[config.mk]
export PLATFORM = sky130hd
export DESIGN_NAME = boot_image_sel
export DESIGN_NICKNAME = d
export VERILOG_FILES = /design/src/rtl/boot_image_sel.sv
export SDC_FILE = /design/constraint.sdc
export NUM_CORES = 1
export LEC_CHECK = 0
export BUFFER_PORTS_ARGS = -buffer_cell sky130_fd_sc_hd__buf_4
export CAP_MARGIN = 20
export CORE_MARGIN = 8
export CORE_UTILIZATION = 45
export DETAILED_ROUTE_END_ITERATION = 6
export GPL_ROUTABILITY_DRIVEN = 0
export PLACE_DENSITY = 0.67
export SLEW_MARGIN = 20
export SYNTH_ARGS = -nofsm -noshare
export SYNTH_HDL_FRONTEND = slang
export SYNTH_SLANG_ARGS = --single-unit
[constraint.sdc]
create_clock -name clk -period 4.72 [get_ports clk]
set_input_delay 1.416 -clock clk [delete_from_list [all_inputs] [get_ports clk]]
set_output_delay 1.416 -clock clk [all_outputs]
set_load 0.005 [all_outputs]
[src/rtl/boot_image_sel.sv]
module boot_image_sel #(
  parameter int          AW          = 32,
  parameter int          N_COPIES    = 4,
  parameter logic [31:0] COPY_STRIDE = 32'h0008_0000,
  parameter int          N_PTRS      = 8,
  parameter logic [31:0] SIGNATURE   = 32'h5A1E_C0DE,
  parameter int          PULSE_CYC   = 4
) (
  input  logic          clk,
  input  logic          rst_n,
  input  logic          force_factory_i,
  input  logic          reconfig_n_i,
  input  logic          upd_req_i,
  input  logic [AW-1:0] upd_addr_i,
  output logic          flash_req_o,
  output logic [AW-1:0] flash_addr_o,
  input  logic          flash_ack_i,
  input  logic [AW-1:0] flash_data_i,
  output logic          ld_req_o,
  output logic [AW-1:0] ld_addr_o,
  input  logic          ld_done_i,
  input  logic          ld_fail_i,
  output logic          status_n_o,
  output logic          user_mode_o,
  output logic          error_o
);
  localparam int CW = (N_COPIES > 1) ? $clog2(N_COPIES) : 1;
  localparam int IW = (N_PTRS > 1) ? $clog2(N_PTRS) : 1;
  localparam int PW = $clog2(PULSE_CYC + 1);
  localparam logic [AW-1:0] EMPTY = '1;

  typedef enum logic [2:0] {ST_PROBE, ST_FACT, ST_PTR, ST_LOAD, ST_PULSE, ST_USER, ST_ERR} st_t;
  typedef enum logic [1:0] {K_APP, K_FACT, K_UPD} kind_t;

  st_t           st;
  kind_t         kind;
  logic [CW-1:0] copy;
  logic [IW-1:0] idx;
  logic [PW-1:0] pcnt;
  logic [AW-1:0] base, fact_addr, tgt, upd_addr;
  logic          upd_pend;

  always_comb begin
    case (st)
      ST_FACT: flash_addr_o = base + AW'(4);
      ST_PTR:  flash_addr_o = base + AW'(8) + (AW'(idx) << 2);
      default: flash_addr_o = AW'(copy) * AW'(COPY_STRIDE);
    endcase
  end

  assign flash_req_o = (st == ST_PROBE) || (st == ST_FACT) || (st == ST_PTR);
  assign ld_req_o    = (st == ST_LOAD);
  assign ld_addr_o   = tgt;
  assign status_n_o  = (st != ST_PULSE);
  assign user_mode_o = (st == ST_USER);
  assign error_o     = (st == ST_ERR);

  always_ff @(posedge clk or negedge rst_n) begin
    if (!rst_n) begin
      st        <= ST_PROBE;
      kind      <= K_APP;
      copy      <= '0;
      idx       <= '0;
      pcnt      <= '0;
      base      <= '0;
      fact_addr <= '0;
      tgt       <= '0;
      upd_addr  <= '0;
      upd_pend  <= 1'b0;
    end else begin
      case (st)
        ST_PROBE: if (flash_ack_i) begin
          if (flash_data_i == SIGNATURE) begin
            base <= flash_addr_o;
            st   <= ST_FACT;
          end else if (copy == CW'(N_COPIES - 1)) begin
            st <= ST_ERR;
          end else begin
            copy <= copy + 1'b1;
          end
        end
        ST_FACT: if (flash_ack_i) begin
          fact_addr <= flash_data_i;
          if (upd_pend) begin
            tgt      <= upd_addr;
            kind     <= K_UPD;
            upd_pend <= 1'b0;
            st       <= ST_LOAD;
          end else if (force_factory_i) begin
            tgt  <= flash_data_i;
            kind <= K_FACT;
            st   <= ST_LOAD;
          end else begin
            idx <= IW'(N_PTRS - 1);
            st  <= ST_PTR;
          end
        end
        ST_PTR: if (flash_ack_i) begin
          if (flash_data_i != EMPTY) begin
            tgt  <= flash_data_i;
            kind <= K_APP;
            st   <= ST_LOAD;
          end else if (idx == '0) begin
            tgt  <= fact_addr;
            kind <= K_FACT;
            st   <= ST_LOAD;
          end else begin
            idx <= idx - 1'b1;
          end
        end
        ST_LOAD: begin
          if (ld_done_i) st <= ST_USER;
          else if (ld_fail_i) begin
            pcnt <= '0;
            st   <= ST_PULSE;
          end
        end
        ST_PULSE: begin
          if (pcnt == PW'(PULSE_CYC - 1)) begin
            if (kind == K_FACT) st <= ST_ERR;
            else if (kind == K_APP && idx != '0) begin
              idx <= idx - 1'b1;
              st  <= ST_PTR;
            end else begin
              tgt  <= fact_addr;
              kind <= K_FACT;
              st   <= ST_LOAD;
            end
          end else begin
            pcnt <= pcnt + 1'b1;
          end
        end
        ST_USER: begin
          if (!reconfig_n_i) begin
            copy <= '0;
            st   <= ST_PROBE;
          end else if (upd_req_i) begin
            upd_pend <= 1'b1;
            upd_addr <= upd_addr_i;
            copy     <= '0;
            st       <= ST_PROBE;
          end
        end
        default: st <= ST_ERR;
      endcase
    end
  end

  a_r1_flash_held: assert property (@(posedge clk) disable iff (!rst_n)
    flash_req_o && !flash_ack_i |=> flash_req_o && $stable(flash_addr_o));
  a_r5_pulse_len: assert property (@(posedge clk) disable iff (!rst_n)
    $fell(status_n_o) |=> !status_n_o);
  a_r5_no_load_in_pulse: assert property (@(posedge clk) disable iff (!rst_n)
    !status_n_o |-> !ld_req_o);
  a_r7_user_after_done: assert property (@(posedge clk) disable iff (!rst_n)
    $rose(user_mode_o) |-> $past(ld_done_i));
  a_r7_user_quiet: assert property (@(posedge clk) disable iff (!rst_n)
    user_mode_o |-> !ld_req_o && !flash_req_o);
  a_r10_error_latched: assert property (@(posedge clk) disable iff (!rst_n)
    error_o |=> error_o && !ld_req_o && status_n_o);
  a_r11_load_held: assert property (@(posedge clk) disable iff (!rst_n)
    ld_req_o && !ld_done_i && !ld_fail_i |=> ld_req_o && $stable(ld_addr_o));
endmodule

==> summary.md <==
| Metric | Value |
|---|---|
| Initial antenna violation count | 0 |
| Leak | 4.45 nW |
| Crit path capture type | output port |
| Vias per cell | 5.87 |
| Most frequent cells in the layout | buf_4, dfrtp_1, mux2_2 |
| Area Growth Syn to Fin | 22.6% |
| CTS max path bufs | 2 |
| FFs w/ async S/R, synth | 100% |
| Ys Warns | 0 |
| Final #Nets | 985 |
| Yosys top cell area share | 43.8% |
| Type of origin of the critical path | flop |
| Top post-synthesis cells by area | dfrtp_1, mux2_2, a222oi_1, nand2_1, and2_1 |
| PD cells | 512 mW/mm^2 |
| Violations in the final reports | DRC |
| Die area | 0.0226 sq mm |
| Ys flop type | dfrtp_1 |
| Number of buffers added on ports | 140 |
| Pin count of the biggest net entering global routing | 96 |
| Post-synthesis register bit count | 142 |
| Max Freq | 225 MHz |
| Vias in the first global route | 6817 |
| Fin cells | 1142 |
| Final Max Slew Viols | 0 |
| Max-cap violations | 0 |
| Initial DRC count | 573 |
| Max rail drop VDD | 284 uV |
| Worst-Margin Slew | 1.08 ns |
| Largest area contributor in the netlist | dfrtp_1 |
| # setup viols final | 0 |
| Wire length per cell | 19.5 microns |
| Io pins | 141 |
| Min Hold Slack | 0.481 ns |
| Syn Inst Count | 785 |
| FF-to-FF path depth | 5 |
| Rel. slew slack | 27.9% |
| GRT overflow | 0 |
| Avg Inst Size Synth | 10.3 sq um |
| Hold Buf Count CTS | 0 |
| Design Power | 5.08 mW |
| Critical Path RT | 3.30 ns |
| Final WL | 22300 microns |
| CTS tree | built |
| Status | complete, but fails checks |
| EDFF count, synth | 0 |
| Clk sinks | 142 |
| Crit path kind | reg2out |
| Worst-Skew Late Latency | 0.42 ns |
| First-pass GRT wire length | 36600 microns |
| Minimum clock period | 4.45 ns |
| Total CTS buffers | 17 |
| DRC viols | 1 |
| Yosys cell types | 63 |
| Seq/Total Area, Yosys | 43.8% |
| GRT Overall Usage | 20.4% |
| Fin Setup TNS | 0 ns |
| Initial core utilization | 45.4% |
| N_diodes | 0 |
| Via count | 6705 |
| Pre-antenna DRT Iters | 7 |
| HPWL after DPL | 15100 microns |
| Worst-path clk slew | 0.06 ns |
| Routed Antenna Nets | 0 |
| # rows | 49 |
| Worst Path Arrival | 3.04 ns |
| Height of the die | 150 microns |
| Core Region | 0.0178 sq mm |
| Util after Layout | 55.7% |
| Post-Syn Area | 0.00810 sq mm |
| Fin. Hold Viols | 0 |
| Hold path cells | 1 |
| Worst Hold Class | reg2reg |
| DP Cell Count | 1110 |
| Crit path max fanout | 5 |
| Post-Syn Nets | 870 |
| Commonest non-fill, non-tap cell in the layout | buf_4 |
| DIE WIDTH | 150 microns |
| # H-tree levels | 4 |
| Final period utilization | 94.3% |
| CTS root buf | clkbuf_16 |
| Share of cells above drive strength 1 | 37.1% |
| Final setup skew | 0.00911 ns |
| RSZ-0062 raised after global routing | no |
==> cell type report <==
type                    count  area (sq um)
well taps                 229           287
fillers                  1595          7900
flip-flops and latches    142          3550
clock buffers              18           439
repair buffers            153          1160
inverters                  18          67.6
clock inverters            14           194
multi-input cells         568          4230
==> state kept, by name (all words and copies together), names as in the netlist <==
name and cells:
upd_pend 1, st 3, pcnt 3, copy 2, ld_addr_o 32, idx 3, kind 2, fact_addr 32
base 32, upd_addr 32
==> kinds of logic after synthesis <==
| logic type | count (synthesis) | synth area share (%) |
|---|---|---|
| xor gates and xnor gates | 3 | 0.324 |
| adders and majority gates | 13 | 2.10 |
| DFF | 142 | 43.8 |
| AOI/OAI and AO/OA | 197 | 16.4 |
| muxes | 132 | 18.3 |
| and+or+nand+nor | 223 | 14.4 |
| buffers and inverters | 75 | 4.62 |
==> report_power, final <==
group	internal, mW	switching [mW]	total, mW
combinational	0.889	0.878	1.77
clock	0.869	0.588	1.46
sequential	1.57	0.288	1.86
==> worst paths after layout <==
check                              from               end  slack [ns]
max in group asynchronous         rst_n          upd_pend        2.69
worst max register to register    st[2]      upd_addr[26]        1.79
worst min-delay path            base[0]           base[0]        0.48
min in group asynchronous         rst_n           pcnt[0]        1.07
worst min register to register  base[0]           base[0]        0.48
worst max-delay path             idx[1]  flash_addr_o[25]        0.27
==> routing by layer <==
metal / vias to the layer above / GRT usage (%) / part of all wire (%)
met3: 28 / 6.40 / 8.0
li1: 3160 / - / -
met2: 244 / 32.5 / 48
met1: 3273 / 26.1 / 43
met4: 0 / 6.00 / 1.4
met5: - / 0 / 0
==> stage by stage <==
stage | instance area, sq um | setup slack, ns
2_1_floorplan | 8100 | 0.905
3_3_place_gp | 9280 | 0.418
3_5_place_dp | 9280 | 0.395
4_1_cts | 9920 | 0.00863
5_1_grt | 9940 | 0.0336
6_report | 9940 | 0.268
==> worst max-delay path: stages, from the launching register on <==
cell	delay [ns]
dfrtp_1	0.36
inv_1	0.11
ha_1	0.24
inv_1	0.06
ha_1	0.16
inv_1	0.06
fa_1	0.41
nor2b_2	0.21
o21ai_2	0.12
o22ai_2	0.18
nand3_2	0.17
o41ai_2	0.37
buf_4	0.17
==> synthesized netlist by cell type, types with 9 or more instances <==
cell      instances
a222oi_1         32
nor3_1            9
ha_1             12
clkbuf_1         23
a31oi_1          12
nand3_1           9
nor4_1           10
and2_1           34
mux2_2          128
nand4_1          17
dfrtp_1         142
o21ai_1          32
nor2_1           32
o22ai_1           9
buf_4             9
nand2_1          70
o21ai_0          38
a21oi_1          35
inv_1            18
buf_2            20
==> timing repair <==
action                     4_1_cts  5_1_grt
resized for setup                1        5
buffers inserted                 0        0
setup endpoints to repair        1        5
pin swaps                        0        1
Power figures use the tool's default switching activity.
